## src/rtl/twr_pkg.sv

```systemverilog
package twr_pkg;
  localparam int BYTE_W = 8;
  localparam int WORD_W = 16;
  localparam int PTR_W  = 8;
  localparam int CNT_W  = $clog2(BYTE_W) + 1;

  typedef enum logic [2:0] {
    ST_IDLE, ST_RECV, ST_ACK, ST_SEND, ST_MACK, ST_IGN
  } st_e;

  typedef enum logic [1:0] {
    PH_DEV, PH_PTR, PH_DATA
  } ph_e;
endpackage

```

## src/rtl/twr_sync.sv

```systemverilog
module twr_sync #(
  parameter int STAGES = 2
) (
  input  logic clk,
  input  logic rst_n,
  input  logic scl_i,
  input  logic sda_i,
  output logic sda_s,
  output logic scl_rise,
  output logic scl_fall,
  output logic start_det,
  output logic stop_det
);
  logic [1:0] raw, synced, prev;

  assign raw = {scl_i, sda_i};

  for (genvar g = 0; g < 2; g++) begin : g_line
    logic [STAGES-1:0] chain;
    always_ff @(posedge clk or negedge rst_n) begin
      if (!rst_n) chain <= '1;
      else        chain <= {chain[STAGES-2:0], raw[g]};
    end
    assign synced[g] = chain[STAGES-1];
  end

  always_ff @(posedge clk or negedge rst_n) begin
    if (!rst_n) prev <= 2'b11;
    else        prev <= synced;
  end

  assign sda_s     = synced[0];
  assign scl_rise  = synced[1] & ~prev[1];
  assign scl_fall  = ~synced[1] & prev[1];
  assign start_det = synced[1] & prev[1] & prev[0] & ~synced[0];
  assign stop_det  = synced[1] & prev[1] & ~prev[0] & synced[0];
endmodule

```

## src/rtl/twr_fsm.sv

```systemverilog
module twr_fsm
  import twr_pkg::*;
#(
  parameter logic [6:0] DEV_ADDR = 7'h48
) (
  input  logic               clk,
  input  logic               rst_n,
  input  logic               sda_s,
  input  logic               scl_rise,
  input  logic               scl_fall,
  input  logic               start_det,
  input  logic               stop_det,
  input  logic [WORD_W-1:0]  rdata_i,
  output logic [PTR_W-1:0]   ptr_o,
  output logic [WORD_W-1:0]  wdata_o,
  output logic               we_o,
  output logic               pull_o,
  output st_e                st_o
);
  st_e               st, st_n;
  ph_e               ph, ph_n;
  logic [CNT_W-1:0]  cnt, cnt_n;
  logic [BYTE_W-1:0] sh, sh_n, hold, hold_n, lo, lo_n;
  logic [PTR_W-1:0]  ptr, ptr_n;
  logic [WORD_W-1:0] wd, wd_n;
  logic              half, half_n, rw, rw_n, we, we_n;

  always_comb begin
    st_n = st; ph_n = ph; cnt_n = cnt; sh_n = sh; hold_n = hold; lo_n = lo;
    ptr_n = ptr; wd_n = wd; half_n = half; rw_n = rw; we_n = 1'b0;
    if (we) ptr_n = ptr + 1'b1;
    if (start_det) begin
      st_n = ST_RECV; ph_n = PH_DEV; cnt_n = '0; half_n = 1'b0;
    end else if (stop_det) begin
      st_n = ST_IDLE;
    end else begin
      unique case (st)
        ST_RECV: begin
          if (scl_rise) begin
            sh_n  = {sh[BYTE_W-2:0], sda_s};
            cnt_n = cnt + 1'b1;
          end else if (scl_fall && cnt == CNT_W'(BYTE_W)) begin
            cnt_n = '0;
            unique case (ph)
              PH_DEV: begin
                if (sh[7:1] == DEV_ADDR) begin rw_n = sh[0]; st_n = ST_ACK; end
                else st_n = ST_IGN;
              end
              PH_PTR: begin ptr_n = sh; half_n = 1'b0; st_n = ST_ACK; end
              default: begin
                st_n = ST_ACK;
                if (!half) begin hold_n = sh; half_n = 1'b1; end
                else begin we_n = 1'b1; wd_n = {hold, sh}; half_n = 1'b0; end
              end
            endcase
          end
        end
        ST_ACK: begin
          if (scl_fall) begin
            cnt_n = '0;
            if (ph == PH_DEV && rw) begin
              st_n = ST_SEND; ph_n = PH_DATA;
              sh_n = rdata_i[WORD_W-1:BYTE_W]; lo_n = rdata_i[BYTE_W-1:0];
            end else begin
              st_n = ST_RECV;
              ph_n = (ph == PH_DEV) ? PH_PTR : PH_DATA;
            end
          end
        end
        ST_SEND: begin
          if (scl_fall) begin
            if (cnt == CNT_W'(BYTE_W - 1)) begin
              st_n = ST_MACK; cnt_n = '0;
              if (half) begin half_n = 1'b0; ptr_n = ptr + 1'b1; end
              else half_n = 1'b1;
            end else begin
              sh_n  = {sh[BYTE_W-2:0], 1'b0};
              cnt_n = cnt + 1'b1;
            end
          end
        end
        ST_MACK: begin
          if (scl_rise) cnt_n = {{(CNT_W-1){1'b0}}, ~sda_s};
          else if (scl_fall) begin
            if (cnt[0]) begin
              st_n = ST_SEND; cnt_n = '0;
              if (!half) begin
                sh_n = rdata_i[WORD_W-1:BYTE_W]; lo_n = rdata_i[BYTE_W-1:0];
              end else sh_n = lo;
            end else st_n = ST_IGN;
          end
        end
        default: ;
      endcase
    end
  end

  always_ff @(posedge clk or negedge rst_n) begin
    if (!rst_n) begin
      st <= ST_IDLE; ph <= PH_DEV; cnt <= '0; sh <= '0; hold <= '0; lo <= '0;
      ptr <= '0; wd <= '0; half <= 1'b0; rw <= 1'b0; we <= 1'b0;
    end else begin
      st <= st_n; ph <= ph_n; cnt <= cnt_n; sh <= sh_n; hold <= hold_n; lo <= lo_n;
      ptr <= ptr_n; wd <= wd_n; half <= half_n; rw <= rw_n; we <= we_n;
    end
  end

  assign pull_o  = (st == ST_ACK) | ((st == ST_SEND) & ~sh[BYTE_W-1]);
  assign ptr_o   = ptr;
  assign wdata_o = wd;
  assign we_o    = we;
  assign st_o    = st;
endmodule

```

## src/rtl/twowire_reg_slave.sv

```systemverilog
module twowire_reg_slave
  import twr_pkg::*;
#(
  parameter logic [6:0] DEV_ADDR    = 7'h48,
  parameter int         SYNC_STAGES = 2
) (
  input  logic               clk,
  input  logic               rst_n,
  input  logic               scl_i,
  input  logic               sda_i,
  output logic               sda_pull_o,
  output logic [PTR_W-1:0]   reg_addr_o,
  output logic [WORD_W-1:0]  reg_wdata_o,
  output logic               reg_we_o,
  input  logic [WORD_W-1:0]  reg_rdata_i
);
  logic [1:0] rst_pipe;
  logic       rst_sn, sda_s, scl_rise, scl_fall, start_det, stop_det;
  st_e        st;

  always_ff @(posedge clk or negedge rst_n) begin
    if (!rst_n) rst_pipe <= 2'b00;
    else        rst_pipe <= {rst_pipe[0], 1'b1};
  end
  assign rst_sn = rst_pipe[1];

  twr_sync #(.STAGES(SYNC_STAGES)) u_sync (
    .clk(clk), .rst_n(rst_sn), .scl_i(scl_i), .sda_i(sda_i), .sda_s(sda_s),
    .scl_rise(scl_rise), .scl_fall(scl_fall),
    .start_det(start_det), .stop_det(stop_det)
  );

  twr_fsm #(.DEV_ADDR(DEV_ADDR)) u_fsm (
    .clk(clk), .rst_n(rst_sn), .sda_s(sda_s), .scl_rise(scl_rise),
    .scl_fall(scl_fall), .start_det(start_det), .stop_det(stop_det),
    .rdata_i(reg_rdata_i), .ptr_o(reg_addr_o), .wdata_o(reg_wdata_o),
    .we_o(reg_we_o), .pull_o(sda_pull_o), .st_o(st)
  );
endmodule

```

## config.mk

```make
export PLATFORM = sky130hd
export DESIGN_NAME = twowire_reg_slave
export DESIGN_NICKNAME = d
export VERILOG_FILES = /design/src/rtl/twr_pkg.sv /design/src/rtl/twr_sync.sv /design/src/rtl/twr_fsm.sv /design/src/rtl/twowire_reg_slave.sv
export SDC_FILE = /design/constraint.sdc
export NUM_CORES = 1
export LEC_CHECK = 0
export ABC_CLOCK_PERIOD_IN_PS = 4100
export BUFFER_PORTS_ARGS = -buffer_cell sky130_fd_sc_hd__buf_2
export CORE_MARGIN = 3
export CORE_UTILIZATION = 45
export DETAILED_ROUTE_END_ITERATION = 16
export GPL_TIMING_DRIVEN = 0
export PLACE_DENSITY = 0.71
export REMOVE_ABC_BUFFERS = 1
export SYNTH_ARGS = -nofsm -noshare
export SYNTH_HDL_FRONTEND = slang
export SYNTH_SLANG_ARGS = --single-unit
```

## constraint.sdc

```tcl
create_clock -name clk -period 4.1 [get_ports clk]
set_input_delay 0.41 -clock clk [delete_from_list [all_inputs] [get_ports clk]]
set_output_delay 0.41 -clock clk [all_outputs]
set_load 0.02 [all_outputs]
```

==> flow_summary_export.csv, run 1 <==
group,metric,value,unit
timing,slew_headroom,44.1,%
synth,ys_warn_count,0,
run,cap_violations,0,
clocking,clkLatencyLatePin,0.36,ns
setup_path,critPathLaunchType,"flip-flop",
clocking,post_cts_buffers,0,
placed_design,hpwl,5970,um
timing,max_freq,361,MHz
clocking,numCtsBuffers,9,
synth,synth_edf_count,0,
clocking,path_clk_slew,0.08,ns
route,wirelength,8790,um
timing,final_max_slew_viol_count,0,
power,p_leak,2.01,nW
cells_and_area,seq_area,1710,um^2
route,route.detailed.drc,0,
route,vias,3001,
synth,netlist_area,3820,um^2
synth,synth.avg_cell_area,10.6,um^2
die,ios,46,
clocking,cts_resized,0,
synth,ys.flop_type,"dfrtp_1",
setup_path,crit_type,"flip-flop to flip-flop",
synth,synth_common_cells,"dfrtp_1 (62), mux2_2 (35), a21oi_1 (25), nor2_1 (25), nand2_1 (21)",
status,outcome,"complete, no violations",
power,powerDensity,595,nW/um^2
placed_design,place_congestion,0.924,
synth,yosys.area.top_type,"dfrtp_1",
power,power,0.00256,W
setup_path,cp.required,4.35,ns
clocking,root_buffer,"clkbuf_8",
timing,setup_tns,0,ns
die,die_y,98.2,um
synth,synth.most_common_cell,"dfrtp_1",
route,viasPerCell,5.95,
setup_path,path_cells,"ha_1, nand2b_1, or4b_1, o21ai_0, a21oi_1, a211o_1",
die,fp.dieW,98.2,um
route,dr.max_layer_used,"met4",
setup_path,crit_slowest_cell,"or4b_1",
clocking,htree_num_levels,3,
route,wl_met1,3980,um
synth,synthTopCellsByArea,"dfrtp_1 (41%), mux2_2 (10%), dfstp_2 (4.1%), mux2_4 (3.5%), a21oi_1 (3.3%)",
grt,grt_overflow,0,
setup_path,critPathMaxStageDelay,0.80,ns
die,design.core.area,7970,um^2
worst_hold_path,hp-class,"input pin to flip-flop",
timing,period_share,67.5,%
cells_and_area,multiInputGateArea,2000,um^2
timing,tightest_slew,0.838,ns
timing,period_minus_slack,2.77,ns
clocking,cts_hold_buf,1,
die,die_area,9640,um^2
route,drt_iter0_markers,134,
route,wl_per_cell,17.4,um
die,start_util,48.0,%
cells_and_area,fin_area,4310,um^2
synth,ys_types,64,
setup_path,cp_max_fo,15,
grt,gr-usage-all-layers,18.8,%
grt,grt_pass1_vias,2876,
route,dr_wl_met3,483,um
route,met2_length,4200,um
power,ir_drop,0.324,mV
synth,async_reset_ff_share,100,%
timing,finalSetupViolations,0,
grt,antenna_found_initial,0,
cells_and_area,n_antenna_cell,0,
timing,hold_viol,0,
clocking,cts_sinks,68,
placed_design,post_dp_cell_area,4090,um^2
setup_path,worst-path-buf-inv,0,
timing,rsz0062_at_grt,"no",
placed_design,port_buffers,45,
synth,ys_seq_area_share,44.7,%
route,drtAntennaViolNets,0,
clocking,tritoncts,"done",
synth,netlist.area_leader.share,40.6,%
timing,clock_skew,0.0116,ns
grt,grt_max_degree,67,
cells_and_area,nets,423,
setup_path,endpoint_kind,"flip-flop",
timing,fin_hold_ws,0.151,ns
synth,syn_inst,359,
synth,ys_seq_elements,68,
cells_and_area,layout-drive-gt1-share,30.1,%
cells_and_area,n_fill_cell,710,
setup_path,critPathArrivalTime,3.01,ns
setup_path,path_delay_family,"simple AND/OR/NAND/NOR gates",
clocking,clockBufferDepth,2,
grt,grt_pass1_wl,14600,um
route,first_pass_iters,5,
die,rows,32,
cells_and_area,syn_to_final_growth,12.8,%
-- registers in the layout (all words and copies together) (netlist names), 3 cells and up --
name,flops
u_fsm.ptr_o,8
u_fsm.st_o,3
u_fsm.lo,8
u_fsm.wdata_o,16
u_fsm.hold,8
u_fsm.cnt,4
u_sync.g_line.chain,4
u_fsm.sh,8
-- power breakdown --
group	switching [W]	internal (W)
logic	0.000452	0.000441
clock network	0.000293	0.000291
registers	0.000283	0.000804
total	0.00103	0.00154
-- cells by family after synthesis --
logic type,count (synthesis),synth area share (%)
compound gates,86,15.6
xor+xnor,12,2.75
fa+ha+maj,6,1.96
buf+inv,27,3.01
flops,68,44.7
mux,47,14.6
other cells,1,0.0981
simple gates,112,17.3
-- worst paths after layout --
kind | slack, ns | depth (start not counted) | to | startpoint
max | 1.33 | 6 | u_fsm.ptr_o[4] | u_sync.prev[1]
min | 0.15 | 1 | u_sync.g_line[0].chain[0] | sda_i
max reg2reg | 1.33 | 6 | u_fsm.ptr_o[4] | u_sync.prev[1]
min reg2reg | 0.35 | 0 | u_sync.g_line[1].chain[1] | u_sync.g_line[1].chain[0]
max in group asynchronous | 3.13 | 0 | u_fsm.cnt[3] | rst_pipe[1]
min in group asynchronous | 0.36 | 2 | rst_pipe[1] | rst_n
-- metal layers --
layer / vias to the layer above / global-route usage [%]
met5: - / 0
met4: 0 / 5.78
met3: 10 / 4.93
met2: 94 / 28.5
met1: 1506 / 26.6
li1: 1391 / -
-- worst register-to-register path, cell delays in order, from the launching register on --
cell and delay (ns):
dfstp_2 0.55, ha_1 0.41, nand2b_1 0.20, or4b_1 0.80
o21ai_0 0.35, a21oi_1 0.07, a211o_1 0.28
-- placed cells by master (no fill, tap or decap), types with 3 or more instances in the layout --
cell type   n
a21o_1      3
dfstp_2     6
nor2_1     25
mux2_2     35
o21ai_0    14
xor2_1      7
a21oi_1    25
nor4_1      3
buf_2      45
o21a_1      3
xnor2_1     5
a32o_1      3
mux2i_1     3
nand3b_1    5
o211ai_1    4
a22o_1      3
ha_1        6
nand4_1     4
nand2_1    21
nand3_1     6
nor2b_1    11
and2_1      4
a221o_1     8
clkbuf_8    9
nor3_1      6
mux2_4      9
o22ai_1     3
inv_1       8
and3b_1     3
nand2b_1    5
dfrtp_1    61
a211o_1     4
-- through the flow --
stage / util, % / std cells / setup WS, ns
after CTS: 54.1 / 504 / 1.35
after global routing: 54.1 / 504 / 1.10
after floorplan: - / 340 / 1.74
after global placement: 51.3 / 487 / 1.33
final: 54.1 / 504 / 1.33
after detailed placement: 51.4 / 487 / 1.36
-- area by class of cell --
class                   count  area share, %
clock buffers               9           2.87
clock inverters             7           1.94
inverters                   8          0.696
multi-input cells         264           46.3
flip-flops and latches     68           39.7
well taps                 102           2.96
repair buffers             46           5.46
Note: power is estimated with default switching activity, not from simulation.
==> run 2, diff against run 1 <==
ABC_CLOCK_PERIOD_IN_PS = 2400   (was 4100)
PLACE_DENSITY = 0.74   (was 0.71)
clock period = 2.4 ns   (was 4.1 ns; I/O delays follow)
==> flow_summary_export.csv, run 2 (synthesis gave the netlist of run 1 again) <==
group,metric,value,unit
setup_path,critPathArrivalTime,2.56,ns
grt,grt_pass1_wl,14900,um
clocking,numCtsBuffers,9,
route,met2_length,4410,um
die,fp.dieW,98.2,um
placed_design,place_ws,-0.325,ns
status,outcome,"complete, no violations",
clocking,cts_sinks,68,
timing,period_share,95.3,%
die,start_util,48.0,%
setup_path,cp_max_fo,9,
setup_path,cp.required,2.68,ns
cells_and_area,layout-drive-gt1-share,32.9,%
power,combPwrFrac,34.5,%
timing,hold_viol,0,
setup_path,rr_worst_depth,6,
clocking,htree_num_levels,3,
placed_design,port_buffers,45,
worst_hold_path,hp-class,"input pin to flip-flop",
grt,grt_max_degree,67,
cells_and_area,final_common_cell,"dfrtp_1",
placed_design,place_congestion,0.894,
timing,finalSetupViolations,0,
run,cap_violations,0,
timing,slew_headroom,44.2,%
die,design.core.area,7970,um^2
clocking,path_clk_slew,0.08,ns
die,rows,32,
setup_path,crit_end,"u_fsm.st_o[2]",
grt,gr-usage-all-layers,19.0,%
power,p_sw,0.00176,W
die,ios,46,
cells_and_area,mostFrequentLayoutCells,"dfrtp_1 (58), buf_2 (45), mux2_2 (35)",
placed_design,hpwl,6120,um
route,viasPerCell,5.99,
clocking,clockBufferDepth,2,
route,drtAntennaViolNets,0,
setup_path,critPathLaunchType,"flip-flop",
setup_path,cp-startpoint,"u_sync.g_line[1].chain[1]",
power,swShare,37.9,%
cells_and_area,n_antenna_cell,0,
timing,rsz0062_at_grt,"no",
power,p_clk_share,25.2,%
power,powerDensity,1040,nW/um^2
cells_and_area,largest_reg_flops,16,
cells_and_area,fin_cells,512,
placed_design,dp_cells,487,
power,p_leak,2.07,nW
power,ir_drop,0.427,mV
route,wl_met1,3900,um
power,power_frac_seq,40.3,%
setup_path,r2r_slack,0.11,ns
timing,tightest_slew,0.837,ns
setup_path,rr_endpoint,"u_fsm.st_o[2]",
timing,setup_ws,0.113,ns
route,drt_iter0_markers,240,
setup_path,reg2reg_from,"u_sync.g_line[1].chain[1]",
route,vias,3067,
timing,period_minus_slack,2.29,ns
setup_path,endpoint_kind,"flip-flop",
route,dr.max_layer_used,"met4",
grt,grt_overflow,0,
route,route.detailed.drc,0,
route,wl_per_cell,17.6,um
route,dr_wl_met3,545,um
grt,grt_pass1_vias,3052,
timing,final_max_slew_viol_count,0,
clocking,root_buffer,"clkbuf_8",
cells_and_area,nets,431,
placed_design,post_dp_cell_area,4090,um^2
clocking,clkLatencyLatePin,0.36,ns
cells_and_area,fin_area,4460,um^2
timing,max_freq,437,MHz
cells_and_area,final_core_util,56.0,%
grt,antenna_found_initial,0,
timing,clock_skew,0.0138,ns
die,die_y,98.2,um
setup_path,crit_type,"flip-flop to flip-flop",
clocking,tritoncts,"done",
power,intPower,0.00288,W
route,first_pass_iters,5,
die,die_area,9640,um^2
route,wirelength,9010,um
cells_and_area,syn_to_final_growth,16.8,%
run 2: area by class of cell:
type	instances	area, um^2
multi-input combinational	264	2020
tap	102	128
sequential	68	1720
timing repair buffer	54	325
inverter	8	30.0
clock inverter	6	111
clock buffer	10	128
fill	699	3500
run 2: power groups by stage:
stage	clock [W]	combinational [W]	sequential, W
after CTS	0.00119	0.00153	0.00186
after global placement	0	0.00147	0.00185
final	0.00117	0.00160	0.00187
after detailed placement	0	0.00150	0.00188
after floorplan	0	0.00118	0.00172
after global routing	0.00123	0.00176	0.00192
run 2: worst min path at each step:
stage                        start     endpoint  slack (ns)  cells after the start
global placement             rst_n  rst_pipe[0]        0.02                      1
detailed placement           rst_n  rst_pipe[0]        0.03                      1
finish              reg_rdata_i[6]  u_fsm.lo[6]        0.11                      2
CTS                 reg_rdata_i[6]  u_fsm.lo[6]        0.10                      2
global route        reg_rdata_i[2]  u_fsm.lo[2]        0.12                      2
floorplan                    rst_n  rst_pipe[0]       -0.06                      0
run 2: per-layer routing:
layer	up-vias	global-route usage, %
met2	113	30.8
met3	18	5.00
met4	0	8.30
met5	-	0
li1	1417	-
met1	1519	24.0
run 2: worst max-delay path, stage by stage (launching register included):
cell and delay (ns):
dfstp_2 0.56, ha_2 0.30, nand3b_1 0.26, a21oi_1 0.25
o22ai_1 0.17, or4_1 0.52, a21oi_1 0.15
run 2: metrics by stage:
step | total power (W) | setup TNS [ns] | hold WS, ns
floorplan | 0.00290 | 0 | -0.0556
global placement | 0.00332 | -28.06 | 0.0249
detailed placement | 0.00338 | -5.13 | 0.0265
CTS | 0.00458 | 0 | 0.103
global route | 0.00491 | 0 | 0.116
finish | 0.00464 | 0 | 0.109
run 2: what timing repair did:
item / in CTS / in global routing
hold buffers: 3 / 0
pin swaps: 1 / 2
resized for setup: 6 / 7
setup buffers: 3 / 3
setup endpoints to repair: 48 / 38
endpoints found under the hold margin: 4 / 0
==> run 3, diff against run 2 <==
==> constraint.sdc (replaced) <==
create_clock -name clk -period 2.4 [get_ports clk]
set_input_delay 0.6 -clock clk [delete_from_list [all_inputs] [get_ports clk]]
set_output_delay 0.6 -clock clk [all_outputs]
set_load 0.02 [all_outputs]
==> flow_summary_export.csv, run 3 (synthesis gave the netlist of run 1 again) <==
group,metric,value,unit
status,outcome,"complete, no violations",
die,fp.dieW,98.2,um
run,cap_violations,0,
timing,clock_skew,0.0122,ns
clocking,tritoncts,"done",
route,drt_iter0_markers,251,
grt,grt_pass1_wl,14900,um
power,ir_drop,0.428,mV
power,p_leak,2.06,nW
die,rows,32,
route,wl_per_cell,17.6,um
die,die_area,9640,um^2
route,wirelength,8980,um
timing,setup_tns,0,ns
timing,slew_headroom,44.1,%
cells_and_area,nets,428,
setup_path,cp_max_fo,9,
cells_and_area,largest_reg_flops,16,
die,start_util,48.0,%
power,powerDensity,1040,nW/um^2
route,drtAntennaViolNets,0,
route,vias,3080,
clocking,cts_hold_buf,0,
route,route.detailed.drc,0,
cells_and_area,layout-drive-gt1-share,33.2,%
clocking,htree_num_levels,3,
setup_path,critPathArrivalTime,2.55,ns
grt,gr-usage-all-layers,19.0,%
setup_path,endpoint_kind,"flip-flop",
timing,rsz0062_at_grt,"no",
clocking,root_buffer,"clkbuf_8",
grt,grt_pass1_vias,3045,
grt,antenna_found_initial,0,
timing,tightest_slew,0.838,ns
route,first_pass_iters,5,
timing,hold_viol,0,
setup_path,cp.required,2.67,ns
cells_and_area,n_antenna_cell,0,
timing,period_share,95.0,%
placed_design,place_congestion,0.894,
timing,max_freq,439,MHz
clocking,cts_sinks,68,
worst_hold_path,hp-class,"input pin to async pin",
cells_and_area,mostFrequentLayoutCells,"dfrtp_1 (58), buf_2 (45), mux2_2 (35)",
clocking,clkLatencyLatePin,0.35,ns
timing,final_max_slew_viol_count,0,
cells_and_area,syn_to_final_growth,16.0,%
timing,period_minus_slack,2.28,ns
clocking,clockBufferDepth,2,
setup_path,crit_type,"flip-flop to flip-flop",
grt,grt_max_degree,67,
power,power,0.00463,W
cells_and_area,final_common_cell,"dfrtp_1",
placed_design,hpwl,6120,um
timing,finalSetupViolations,0,
placed_design,port_buffers,45,
grt,grt_overflow,0,
clocking,path_clk_slew,0.07,ns
placed_design,place_ws,-0.325,ns
die,die_y,98.2,um
route,viasPerCell,6.05,
clocking,numCtsBuffers,9,
die,ios,46,
timing,setup_ws,0.120,ns
setup_path,critPathLaunchType,"flip-flop",
die,design.core.area,7970,um^2
## run 3: where the power goes
part           internal, W  switching (W)  total [W]
registers          0.00138       0.000482    0.00187
clock network     0.000693       0.000473    0.00117
logic             0.000802       0.000793    0.00160
## run 3: worst paths after layout
path / startpoint / end / slack, ns / cells after the start
worst max-delay path: u_sync.g_line[1].chain[1] / u_fsm.st_o[2] / 0.12 / 6
max in group asynchronous: rst_pipe[1] / u_fsm.st_o[0] / 1.33 / 0
worst max register to register: u_sync.g_line[1].chain[1] / u_fsm.st_o[2] / 0.12 / 6
worst min-delay path: rst_n / rst_pipe[1] / 0.02 / 1
worst min register to register: rst_pipe[0] / rst_pipe[1] / 0.36 / 0
min in group clk: scl_i / u_sync.g_line[1].chain[0] / 0.35 / 1
## run 3: cell type report
cell class | instances | area (um^2)
fill | 704 | 3530
multi-input combinational | 264 | 2020
sequential | 68 | 1720
timing repair buffer | 51 | 295
clock buffer | 10 | 128
tap | 102 | 128
clock inverter | 6 | 111
inverter | 8 | 30.0
## run 3: timing repair
action                                 4_1_cts  5_1_grt
endpoints found under the hold margin        0        0
resized for setup                            6        7
pin swaps                                    1        2
gates cloned                                 0        0
setup buffers                                3        3
setup endpoints to repair                   49       38
## run 3: per-layer routing
layer  vias to the layer above  track usage [%]  routed length [um]
met5                         -                0                   0
met2                       110             30.8                4420
met4                         0             8.30                 149
li1                       1409                -                   -
met3                        16             5.07                 560
met1                      1545             24.0                3840
## run 3: through the flow
step	std cells	cell area [um^2]	hold WS [ns]	utilization (%)
final	509	4430	0.0243	55.6
after global routing	509	4430	0.00738	55.6
after detailed placement	487	4090	0.343	51.4
after floorplan	340	3740	0.304	-
after global placement	487	4090	0.339	51.3
after CTS	506	4370	0.00704	54.9
## run 3: critical path: stages, from the launching register on
cell,delay (ns)
dfstp_2,0.56
ha_2,0.30
nand3b_1,0.26
a21oi_1,0.25
o22ai_1,0.17
or4_1,0.52
a21oi_1,0.15
